===== src/rtl/ahb_addr_master.sv =====
module ahb_addr_master #(
  parameter int AW = 32,
  parameter int DW = 32,
  parameter bit STRICT_HOLD = 1'b0
) (
  input  logic          clk,
  input  logic          rst_n,
  input  logic          req_valid,
  output logic          req_ready,
  input  logic [AW-1:0] req_addr,
  input  logic          req_write,
  input  logic [2:0]    req_size,
  input  logic          req_incr,
  input  logic          req_seq,
  input  logic          req_fetch,
  input  logic          req_cancel,
  input  logic [DW-1:0] req_wdata,
  output logic          xfer_accept,
  output logic          rsp_valid,
  output logic [DW-1:0] rsp_rdata,
  output logic          rsp_err,
  output logic [AW-1:0] haddr,
  output logic [1:0]    htrans,
  output logic          hwrite,
  output logic [2:0]    hsize,
  output logic [2:0]    hburst,
  output logic [3:0]    hprot,
  output logic [DW-1:0] hwdata,
  input  logic          hready,
  input  logic          hresp,
  input  logic [DW-1:0] hrdata
);
  localparam int ALIGN = $clog2(DW / 8);
  localparam logic [2:0] FETCH_SIZE = 3'(ALIGN);
  localparam logic [AW-1:0] FETCH_MASK = ~(AW'((1 << ALIGN) - 1));
  localparam logic [1:0] T_IDLE = 2'b00;
  localparam logic [1:0] T_NONSEQ = 2'b10;
  localparam logic [1:0] T_SEQ = 2'b11;
  localparam logic [2:0] B_SINGLE = 3'b000;
  localparam logic [2:0] B_INCR = 3'b001;

  logic          waited;
  logic          drop;
  logic          dphase_q;
  logic [DW-1:0] wdata_q;

  // a transfer is outstanding on the bus but the slave is stretching it
  assign waited      = !hready && htrans[1];
  assign drop        = !STRICT_HOLD && waited && req_cancel;
  assign req_ready   = req_valid && !drop && !(STRICT_HOLD && waited);
  assign xfer_accept = hready && htrans[1];
  assign rsp_valid   = dphase_q && hready;
  assign rsp_rdata   = hrdata;
  assign rsp_err     = rsp_valid && hresp;

  always_ff @(posedge clk or negedge rst_n) begin
    if (!rst_n) begin
      htrans   <= T_IDLE;
      haddr    <= '0;
      hwrite   <= 1'b0;
      hsize    <= '0;
      hburst   <= B_SINGLE;
      hprot    <= '0;
      wdata_q  <= '0;
      hwdata   <= '0;
      dphase_q <= 1'b0;
    end else begin
      if (req_ready) begin
        htrans  <= req_seq ? T_SEQ : T_NONSEQ;
        haddr   <= req_fetch ? (req_addr & FETCH_MASK) : req_addr;
        hwrite  <= req_write && !req_fetch;
        hsize   <= req_fetch ? FETCH_SIZE : req_size;
        hburst  <= req_incr ? B_INCR : B_SINGLE;
        hprot   <= {2'b00, 1'b1, !req_fetch};
        wdata_q <= req_wdata;
      end else if (drop || hready) begin
        htrans <= T_IDLE;
      end
      if (hready) dphase_q <= htrans[1];
      if (xfer_accept) hwdata <= wdata_q;
    end
  end
endmodule


===== config.mk =====
export PLATFORM = sky130hd
export DESIGN_NAME = ahb_addr_master
export DESIGN_NICKNAME = d
export VERILOG_FILES = /design/src/rtl/ahb_addr_master.sv
export SDC_FILE = /design/constraint.sdc
export NUM_CORES = 1
export LEC_CHECK = 0
export BUFFER_PORTS_ARGS = -buffer_cell sky130_fd_sc_hd__buf_2
export CAP_MARGIN = 10
export CORE_MARGIN = 4
export CORE_UTILIZATION = 29
export DETAILED_ROUTE_END_ITERATION = 16
export HOLD_SLACK_MARGIN = 0.02
export PLACE_DENSITY = 0.59
export SYNTH_ARGS = -nofsm -noshare
export SYNTH_HDL_FRONTEND = slang
export SYNTH_SLANG_ARGS = --single-unit

===== constraint.sdc =====
create_clock -name clk -period 2.3 [get_ports clk]
set_input_delay 0.345 -clock clk [delete_from_list [all_inputs] [get_ports clk]]
set_output_delay 0.345 -clock clk [all_outputs]
set_load 0.05 [all_outputs]

; Yosys cells after proc, flatten, opt, wreduce, memory -nomap -nowiden
; Cells that the tools add are included.
[totals]
word_cells = 27
out_inout_bits = 113
regBits = 108
input_bits = 109
[classes]
n_mux = 6
reduce_logical = 12
[ops]
columns = op, n
row1 = $logic_and 1x1->1, 7
row2 = $mux 2, 3
row3 = $logic_not 1->1, 3
row4 = $mux 3, 1
row5 = $mux 1, 2
row6 = $reduce_bool 2->1, 1
row7 = $logic_or 1x1->1, 1

; Longest topological paths before layout
; Gate-level depths: netlist of the first run.
[logic_depth]
word_depth = 6
ltp_mapped = 6

; Least setup slack after synthesis of the first run
; OpenSTA, ideal clock, no wires.
[synth_timing]
path_kind = register to output
startpoint = reg htrans[1]
endpoint = out xfer_accept
stages_incl_launch_ff = 4
arrival_ns = 1.495
t_required_ns = 1.955
path_slack_ns = 0.460
n_path_buf = 1
path_cell_list = dfrtp_1 -> nand2_1 -> buf_2 -> inv_1
[synth_between]
elab_chain_cells = 1
[synth_rtl]
columns = item, line_no
row1 = start: declaration, 23  ; output logic [1:0] htrans,
row2 = start signal: assignment, 69  ; htrans <= req_seq ? T_SEQ : T_NONSEQ;
row3 = $logic_and 1x1->1, 51  ; assign xfer_accept = hready && htrans[1];
row4 = end: declaration, 18  ; output logic xfer_accept,
; No other way between the ends.

; Worst setup path after layout of the first run
[layout_timing]
startpoint = reg htrans[1]
endpoint = out req_ready
[layout_between]
elab_chain_cells = 4
[layout_rtl]
columns = item, line_no
row1 = $logic_and 1x1->1, 48  ; assign waited = !hready && htrans[1];
row2 = $logic_and 1x1->1, 49  ; assign drop = !STRICT_HOLD && waited && req_cancel;
row3 = $logic_not 1->1, 50  ; assign req_ready = req_valid && !drop && !(STRICT_HOLD && waited);
row4 = $logic_and 1x1->1, 50
row5 = end: declaration, 9  ; output logic req_ready,
; No other way between the ends.

==> metrics.txt, run 1 <==
post-synth top area cell=dfrtp_1; Starting DRT DRC Count=between 70 and 80; GPL Wtd Cong=0.760; core area=15200 sq um; Top Layer Used=met5; Layout area overhead=23.1%; Sw Ratio=a little under two fifths; die area=between 15000 and 20000 sq um; Gates resized, CTS repair=0; largest net degree at the start of global routing=50; Clock Power Share=a little over a quarter; CTS root buf=clkbuf_16; Non-Filler Instances=602; NetSw=2070 uW; Synth Warn #=0; R2R Setup Slk=590 ps; final WL=9350 microns; vias in the first global route=roughly 2900; worst hold slack=approximately 220 ps; Synth top area share=58.8%; R2R Path End=haddr[10]$_DFFE_PN0P_; RSZ-0062 raised after global routing=false; CTS tree=yes; leakage power=0.00276 uW; Final Total Pwr=5550 uW; maximum clock path buffer count=2; CTS H-Tree Depth=3; reg2reg start=htrans[1]$_DFFE_PN0P_; Data arrival, critical path=1690 ps; Worst Setup SP=htrans[1]$_DFFE_PN0P_; Fin Clk Skew=4.91 ps; GRT Residual Overflow=0; Skew-Pair Late Insertion Delay=around 340 ps; Post-Syn Instances=roughly 280; initial antenna violation count=1; placed insts=585; DRT antenna net count=0; Detailed Place HPWL=between 6000 and 7000 microns; depth of the worst register-to-register path=5; DR WL/cell=between 15 and 20 microns; final setup fails=0; kind of end point of the critical path=output port; Die W=133 microns; Synth Register Bits=106; Startpoint Class=flip-flop; All-Layer GR Usage=between 10 and 15%; CP max stage delay=roughly 460 ps; Logic pwr share=31.4%; DIE HEIGHT=133 microns; initial core utilization=29.7%; Seq pwr share=42.0%; diode count=0; Cell Int Power=3480 uW; worst slew pin tran=roughly 540 ps; top post-synthesis cells by count=106 x dfrtp_1, 50 x mux2_4, 45 x mux2_2; worst hold path class=primary input to flip-flop; period utilization=88.3%; slew margin rel.=64.2%; Worst Path Buf+Inv=2; I/O Buffers=between 150 and 200; register area share after synthesis=58.8%; Worst path top cell family by delay=buffers and inverters; global-route wire length before repair=15400 microns; TNS Setup=0 ps; most common cell in the netlist=dfrtp_1; DR vias=2623; max-slew violations=0; Crit path depth=4; synth top area cells=dfrtp_1 59%, mux2_4 17%, mux2_2 11%, buf_4 6.0%, buf_8 1.7%; Syn Area/Cell=16.0 sq um; drt first pass iters=4; DRC=0; number of synthesized flops with an enable pin=0; top_reg_cell synth=dfrtp_1; fraction of layout cells with a size suffix above 1=66.2%; clk slew on worst S/H paths=70 ps; synthesized area=4510 sq um; DR WL met3=761 microns; Worst Setup EP=req_ready; Required @ worst endpoint=roughly 2000 ps; Synth async-reset ratio=100%; Worst VDD drop=0.000383 V; status=complete, no violations; post-layout minimum cycle time=2030 ps; unique cell type count in the Yosys netlist=23; crit path cell chain=nand3b_4 -> nand2_4 -> inv_4 -> buf_2; Num Clock Sinks=106; CTS Buf Count=9; Crit Path Class=flip-flop to output port; max capacitance violation total=0; CP max FO=19; Hold Vio Cnt, Final=0; met2 wire len=4470 microns; row count=45; M1 WL=3940 microns; Critical-path top delay cell=dfrtp_1; maximum clock rate=roughly 500 MHz; Via density=approximately 4.4; Ports=222; P per Cell Area=about 1000 nW/um^2; post-CTS setup buffers=0; layout net count=518
## worst register-to-register path, stage by stage (launching register included)
cell and delay, ps:
dfrtp_1 460, nand3b_4 130, nand2_4 90, inv_4 310, buf_12 250, mux2_2 360
## cell type report
cell class	count	area (sq um)
Fill cell	1474	9650
Sequential cell	106	2650
Multi-Input combinational cell	128	1480
Timing Repair Buffer	160	886
Tap cell	188	235
Clock buffer	9	225
Clock inverter	7	61.3
Inverter	4	17.5
## sequential cells by signal, summed over array words and instances, names as in the netlist
name      cells
hwdata       32
hsize         3
hburst        1
hwrite        1
hprot         2
wdata_q      32
dphase_q      1
htrans        2
haddr        32
## how the worst min path moves through the flow
stage,startpoint,end,cells after the start
final,req_addr[5],haddr[5]$_DFFE_PN0P_,2
after global routing,req_addr[3],haddr[3]$_DFFE_PN0P_,2
after CTS,req_addr[4],haddr[4]$_DFFE_PN0P_,2
after detailed placement,rst_n,hwdata[18]$_DFFE_PN0P_,1
after global placement,rst_n,hwdata[18]$_DFFE_PN0P_,1
after floorplan,rst_n,dphase_q$_DFFE_PN0P_,0
## logic make-up after synthesis
group / Yosys count / share of synthesized area, %
AOI/OAI and AO/OA: 10 / 1.52
buffers and inverters: 51 / 8.79
DFF: 106 / 58.8
muxes: 96 / 28.1
other: 1 / 0.0831
and+or+nand+nor: 18 / 2.74
## stage by stage
step	area [sq um]	utilization, %	setup WS (ps)
floorplan	4520	-	460
global placement	5260	34.6	530
detailed placement	5260	34.6	473
CTS	5560	36.5	222
global route	5560	36.5	166
finish	5560	36.5	269
## power by group through the flow
stage / combinational (uW) / clock [uW] / sequential, uW
6_report: 1740 / 1480 / 2330
3_3_place_gp: 1750 / 0 / 2350
4_1_cts: 1770 / 1540 / 2340
3_5_place_dp: 1770 / 0 / 2370
2_1_floorplan: 634 / 0 / 3180
5_1_grt: 1830 / 1610 / 2370
## repair_timing
| item | in CTS | in global routing |
|---|---|---|
| endpoints found under the setup margin | 0 | 0 |
| hold endpoints to repair | 36 | 0 |
| hold buffers | 1 | 0 |
## routing by layer
metal,track usage (%),vias up
met3,5.21,29
met5,0,-
met1,13.3,1302
li1,-,1188
met2,17.5,102
met4,3.70,2
## cell usage in the layout, fill, tap and decap left out, types with 2 or more instances in the layout
| master | netlist | final |
|---|---|---|
| nor2_1 | 3 | 3 |
| mux2_2 | 45 | 45 |
| dfrtp_1 | 106 | 106 |
| nand2b_1 | 2 | 2 |
| o2bb2ai_1 | 5 | 5 |
| o21ai_0 | 2 | 2 |
| clkbuf_16 | 0 | 9 |
| buf_12 | 0 | 5 |
| clkinv_4 | 0 | 2 |
| inv_8 | 0 | 2 |
| mux2_4 | 50 | 50 |
| inv_1 | 3 | 3 |
| conb_1 | 1 | 4 |
| nand2_1 | 3 | 2 |
| nand3b_1 | 5 | 5 |
| buf_4 | 36 | 2 |
| a21oi_1 | 3 | 3 |
| buf_2 | 5 | 152 |
Note: power is estimated with default switching activity, not from simulation.
==> run 2, diff against run 1 <==
--- a/config.mk
+++ b/config.mk
@@ -12,6 +12,8 @@
 export DETAILED_ROUTE_END_ITERATION = 16
 export HOLD_SLACK_MARGIN = 0.02
 export PLACE_DENSITY = 0.59
+export RECOVER_POWER = 100
 export SYNTH_ARGS = -nofsm -noshare
 export SYNTH_HDL_FRONTEND = slang
 export SYNTH_SLANG_ARGS = --single-unit
+export TNS_END_PERCENT = 30
==> run 2 against run 1 <==
  * Flip-flop and latch count did not move
  * Global-route usage did not move
  * Sequential share of layout area up 3.0 points
  * Register-to-register slack worse by 280 ps
  * Fmax is 0.36% lower
  * Cell area shrank 6.0%
  * Via count stayed put
  * Routed wire length is 1.5% lower
  * Combinational power fell by 10%
  * Hold slack got worse by 12 ps
  * First-iteration DRC count is 21% lower
  * Count of clock-buffer cells in the layout unchanged
  * Largest cell class unchanged
  * Largest power group unchanged
  * Highest routed layer unchanged
==> metrics.txt, run 2 (same netlist as run 1, synthesis figures left out) <==
DR WL/cell=15.3 microns (was 15.5 microns); post-layout minimum cycle time=2040 ps (was 2030 ps); multi-input logic area=1290 sq um (was 1480 sq um); status=complete, no violations (unchanged); I/O Buffers=153 (unchanged); GRT Residual Overflow=0 (unchanged); global-route wire length before repair=15400 microns (unchanged); Crit Path Class=flip-flop to output port (unchanged); GPL Wtd Cong=0.760 (unchanged); vias in the first global route=2876 (unchanged); CTS Buf Count=9 (unchanged); Detailed Place HPWL=6960 microns (unchanged); Ports=222 (unchanged); row count=45 (unchanged); DR vias=2623 (unchanged); CTS tree=yes (unchanged); maximum clock rate=491 MHz (was 492 MHz); Starting DRT DRC Count=61 (was 77); All-Layer GR Usage=11.0% (unchanged); leakage power=0.00232 uW (was 0.00276 uW); fin worst setup slack=261 ps (was 269 ps); Required @ worst endpoint=1960 ps (about the same); pre-CTS setup slack=473 ps (unchanged); initial antenna violation count=1 (unchanged); Fin Clk Skew=6.09 ps (was 4.91 ps); clk slew on worst S/H paths=70 ps (about the same); post-CTS setup buffers=0 (unchanged); Worst VDD drop=0.000382 V (was 0.000383 V); TNS Setup=0 ps (unchanged); Non-Filler Instances=602 (unchanged); max capacitance violation total=0 (unchanged); initial core utilization=29.7% (unchanged); commonest non-fill, non-tap cell in the layout=dfrtp_1 (was buf_2); RSZ-0062 raised after global routing=false (unchanged); CP max FO=19 (unchanged); CTS root buf=clkbuf_16 (unchanged); Die W=133 microns (unchanged); placed insts=585 (unchanged); Startpoint Class=flip-flop (unchanged); largest net degree at the start of global routing=50 (unchanged); worst hold slack=210 ps (was 222 ps); Data arrival, critical path=1690 ps (about the same); Largest regs=haddr x32, hwdata x32, wdata_q x32 (unchanged); fraction of layout cells with a size suffix above 1=36.5% (was 66.2%); max-slew violations=0 (unchanged); kind of end point of the critical path=output port (unchanged); core area=15200 sq um (unchanged); maximum clock path buffer count=2 (unchanged); worst hold path class=primary input to flip-flop (unchanged); diode count=0 (unchanged); FF+latch area=2650 sq um (unchanged); Skew-Pair Late Insertion Delay=340 ps (about the same); Num Clock Sinks=106 (unchanged); P per Cell Area=1030 nW/um^2 (was 999 nW/um^2); Via density=4.36 (unchanged); DIE HEIGHT=133 microns (unchanged); die area=17600 sq um (unchanged); drt first pass iters=4 (unchanged); final setup fails=0 (unchanged); DRT antenna net count=0 (unchanged); most frequent cells in the layout=106 x dfrtp_1, 75 x buf_2, 75 x clkbuf_1 (was 152 x buf_2, 106 x dfrtp_1, 50 x mux2_4); CTS H-Tree Depth=3 (unchanged); period utilization=88.6% (was 88.3%); DRC=0 (unchanged); Filler cells=1551 (was 1474); Layout area overhead=15.7% (was 23.1%); Hold Vio Cnt, Final=0 (unchanged); final WL=9210 microns (was 9350 microns); worst slew pin tran=1010 ps (was 536 ps); slew margin rel.=33.0% (was 64.2%); layout net count=518 (unchanged)
run 2: changes by cell type in the layout (fill, tap and decap cells not counted):
cell      change
nand3b_4      -1
clkbuf_2      +7
buf_2        -77
mux2_1       +47
clkbuf_1     +75
nand3b_1      +1
mux2_4       -47
buf_12        -3
buf_4         -2
run 2: critical path: stages (launching register included):
cell,delay (ps)
dfrtp_1,440
nand3b_1,190
nand2_4,120
inv_4,260
clkbuf_2,340
run 2: metrics by stage:
step	power, uW	util, %	cell area (sq um)
floorplan	3810	-	4520
global placement	4100	34.6	5260
detailed placement	4140	34.6	5260
CTS	5650	36.5	5560
global route	5630	34.4	5220
finish	5360	34.4	5220
run 2: final timing paths:
kind	startpoint	endpoint	slack (ps)	cells after the start
min in group asynchronous	rst_n	hwdata[18]$_DFFE_PN0P_	680	2
max in group asynchronous	rst_n	hwdata[15]$_DFFE_PN0P_	560	3
min	req_wdata[4]	wdata_q[4]$_DFFE_PN0P_	210	2
max	htrans[1]$_DFFE_PN0P_	req_ready	260	4
min reg2reg	hprot[1]$_DFFE_PN0P_	hprot[1]$_DFFE_PN0P_	480	1
max reg2reg	htrans[1]$_DFFE_PN0P_	wdata_q[14]$_DFFE_PN0P_	310	5
run 2: cell type report:
cell class                      count  share of cell area [%]
Clock inverter                      7                    1.17
Timing Repair Buffer              160                    14.2
Multi-Input combinational cell    128                    24.7
Sequential cell                   106                    50.8
Inverter                            4                   0.335
Clock buffer                        9                    4.31
Tap cell                          188                    4.50
run 2: metal layers:
| metal | vias up | GRT usage, % | share of wire [%] |
|---|---|---|---|
| li1 | 1191 | - | - |
| met1 | 1298 | 13.3 | 41 |
| met2 | 103 | 17.5 | 48 |
| met3 | 29 | 5.21 | 8.3 |
| met4 | 2 | 3.70 | 1.9 |
| met5 | - | 0 | 0.076 |
run 2: where the power goes:
part | total (uW) | switching (uW) | internal [uW] | leakage, uW
clock | 1470 | 718 | 756 | 0.000140
sequential | 2330 | 158 | 2170 | 0.00125
combinational | 1560 | 1180 | 383 | 0.000934
run 2: timing repair:
item	in CTS	in global routing
hold buffers	1	0
endpoints found under the hold margin	36	0
resized for setup	0	0
setup endpoints to repair	0	0
==> run 3, diff against run 2 <==
--- a/config.mk
+++ b/config.mk
@@ -7,11 +7,14 @@
 export LEC_CHECK = 0
 export BUFFER_PORTS_ARGS = -buffer_cell sky130_fd_sc_hd__buf_2
 export CAP_MARGIN = 10
+export CELL_PAD_IN_SITES_DETAIL_PLACEMENT = 1
+export CELL_PAD_IN_SITES_GLOBAL_PLACEMENT = 1
 export CORE_MARGIN = 4
 export CORE_UTILIZATION = 29
+export CTS_CLUSTER_SIZE = 8
 export DETAILED_ROUTE_END_ITERATION = 16
 export HOLD_SLACK_MARGIN = 0.02
-export PLACE_DENSITY = 0.59
+export PLACE_DENSITY = 0.71
 export RECOVER_POWER = 100
 export SYNTH_ARGS = -nofsm -noshare
 export SYNTH_HDL_FRONTEND = slang
==> constraint.sdc (replaced) <==
create_clock -name clk -period 2.58 [get_ports clk]
set_input_delay 0.387 -clock clk [delete_from_list [all_inputs] [get_ports clk]]
set_output_delay 0.387 -clock clk [all_outputs]
set_load 0.05 [all_outputs]
==> run 3 against run 2 <==
  * Via count is 1.4% higher
  * Combinational power fell by 10%
  * Count of clock-buffer cells in the layout grew 3
  * Power shrank 9.6%
==> metrics.txt, run 3 (same netlist as run 1, synthesis figures left out) <==
status=complete, no violations (unchanged); cell area after layout=5190 sq um (was 5220 sq um); DR WL/cell=17.0 microns (was 15.3 microns); max capacitance violation total=0 (unchanged); maximum clock rate=461 MHz; R2R Setup Slk=490 ps (was 310 ps); slew margin rel.=45.8% (was 33.0%); GPL Wtd Cong=0.756 (was 0.760); worst hold path depth=2 (unchanged); CP max FO=8 (was 19); worst hold path class=primary input to flip-flop (unchanged); CTS root buf=clkbuf_16 (unchanged); Num Clock Sinks=106 (unchanged); DRC=0 (unchanged); TNS Setup=0 ps (unchanged); Die W=133 microns (unchanged); Starting DRT DRC Count=86 (was 61); core area=15200 sq um (unchanged); Largest regs=haddr x32, hwdata x32, wdata_q x32 (unchanged); post-CTS setup buffers=0 (unchanged); final setup fails=0 (unchanged); Ports=222 (unchanged); Via density=4.44 (was 4.36); drt first pass iters=2 (was 4); depth of the worst register-to-register path=3 (was 5); post-layout minimum cycle time=about 2200 ps; leakage power=0.00231 uW (was 0.00232 uW); layout net count=517 (was 518); I/O Buffers=153 (unchanged); max-slew violations=0 (unchanged); Skew-Pair Late Insertion Delay=340 ps (about the same); CTS Buf Count=9 (unchanged); most frequent cells in the layout=106 x dfrtp_1, 77 x clkbuf_1, 75 x buf_2 (was 106 x dfrtp_1, 75 x buf_2, 75 x clkbuf_1); final WL=10200 microns (was 9210 microns); Layout area overhead=15.1% (was 15.7%); worst hold slack=259 ps (was 210 ps); period utilization=a little over four fifths; GRT Residual Overflow=0 (unchanged); Crit Path Class=flip-flop to output port (unchanged); post-placement cell area=5210 sq um (was 5260 sq um); Startpoint Class=flip-flop (unchanged); initial antenna violation count=1 (unchanged); kind of end point of the critical path=output port (unchanged); Required @ worst endpoint=2190 ps (was 1960 ps); hold endpoint=wdata_q[3]$_DFFE_PN0P_ (was wdata_q[4]$_DFFE_PN0P_); Final Core Density=34.2% (was 34.4%); DIE HEIGHT=133 microns (unchanged); row count=45 (unchanged); reg2reg start=htrans[1]$_DFFE_PN0P_ (unchanged); vias in the first global route=2996 (was 2876); P per Cell Area=933 nW/um^2 (was 1030 nW/um^2); DRT antenna net count=0 (unchanged); Detailed Place HPWL=7570 microns (was 6960 microns); worst slew pin tran=813 ps (was 1010 ps); DR vias=2660 (was 2623); die area=17600 sq um (unchanged); maximum clock path buffer count=2 (unchanged); Data arrival, critical path=1780 ps (was 1690 ps); initial core utilization=29.7% (unchanged); CTS H-Tree Depth=3 (unchanged); commonest non-fill, non-tap cell in the layout=dfrtp_1 (unchanged); largest net degree at the start of global routing=52 (was 50); fraction of layout cells with a size suffix above 1=35.3% (was 36.5%); Hold Crit Start=req_wdata[3] (was req_wdata[4]); Final Total Pwr=4850 uW (was 5360 uW); RSZ-0062 raised after global routing=false (unchanged); CTS tree=yes (unchanged); global-route wire length before repair=16700 microns (was 15400 microns); Worst VDD drop=0.000382 V (about the same); clk slew on worst S/H paths=70 ps (about the same); Fin Clk Skew=7.49 ps (was 6.09 ps); R2R Path End=hwdata[16]$_DFFE_PN0P_ (was wdata_q[14]$_DFFE_PN0P_); Hold Vio Cnt, Final=0 (unchanged); All-Layer GR Usage=12.0% (was 11.0%); diode count=0 (unchanged)
-- run 3: cell count changes in the layout (fill, tap and decap cells not counted), moves of 2 or more --
cell	change
buf_12	-2
clkbuf_1	+2
clkbuf_2	-2
clkbuf_4	+2
clkbuf_8	+2
clkinv_4	-2
inv_8	-2
nand2_1	+2
-- run 3: report_power, final --
part	leakage (uW)	switching [uW]	internal [uW]
clock network	0.000141	572	795
logic	0.000920	1060	336
registers	0.00125	148	1930
-- run 3: worst max-delay path, stage by stage, from the launching register on --
cell and delay, ps:
dfrtp_1 430, nand3b_2 110, nand2_1 230, inv_4 140, clkbuf_1 520
-- run 3: per-stage QoR --
step	cells	worst slack, ps
floorplan	285	698
global placement	584	769
detailed placement	584	735
CTS	599	584
global route	599	273
finish	599	412
-- run 3: layout make-up --
cell class | count | area (sq um)
clock buffers | 12 | 256
well taps | 188 | 235
inverters | 4 | 17.5
repair buffers | 159 | 711
fillers | 1681 | 10000
flip-flops and latches | 106 | 2650
multi-input cells | 128 | 1280
clock inverters | 2 | 37.5
-- run 3: worst max-delay path by stage --
stage / startpoint / end / depth (start not counted)
floorplan: htrans[1]$_DFFE_PN0P_ / xfer_accept / 3
global placement: hready / wdata_q[31]$_DFFE_PN0P_ / 6
detailed placement: hready / wdata_q[31]$_DFFE_PN0P_ / 6
CTS: htrans[1]$_DFFE_PN0P_ / xfer_accept / 3
global route: htrans[1]$_DFFE_PN0P_ / xfer_accept / 3
finish: htrans[1]$_DFFE_PN0P_ / req_ready / 4
-- run 3: routing by layer --
| layer | track usage (%) | part of all wire [%] | vias up |
|---|---|---|---|
| met2 | 19.8 | 48 | 123 |
| met3 | 5.86 | 8.9 | 19 |
| met1 | 14.0 | 41 | 1343 |
| li1 | - | - | 1173 |
| met5 | 0 | 0.20 | - |
| met4 | 3.29 | 1.6 | 2 |
-- run 3: timing repair --
| action | 4_1_cts | 5_1_grt |
|---|---|---|
| hold buffers | 1 | 0 |
| hold endpoints to repair | 30 | 0 |
| gates resized for setup | 0 | 0 |
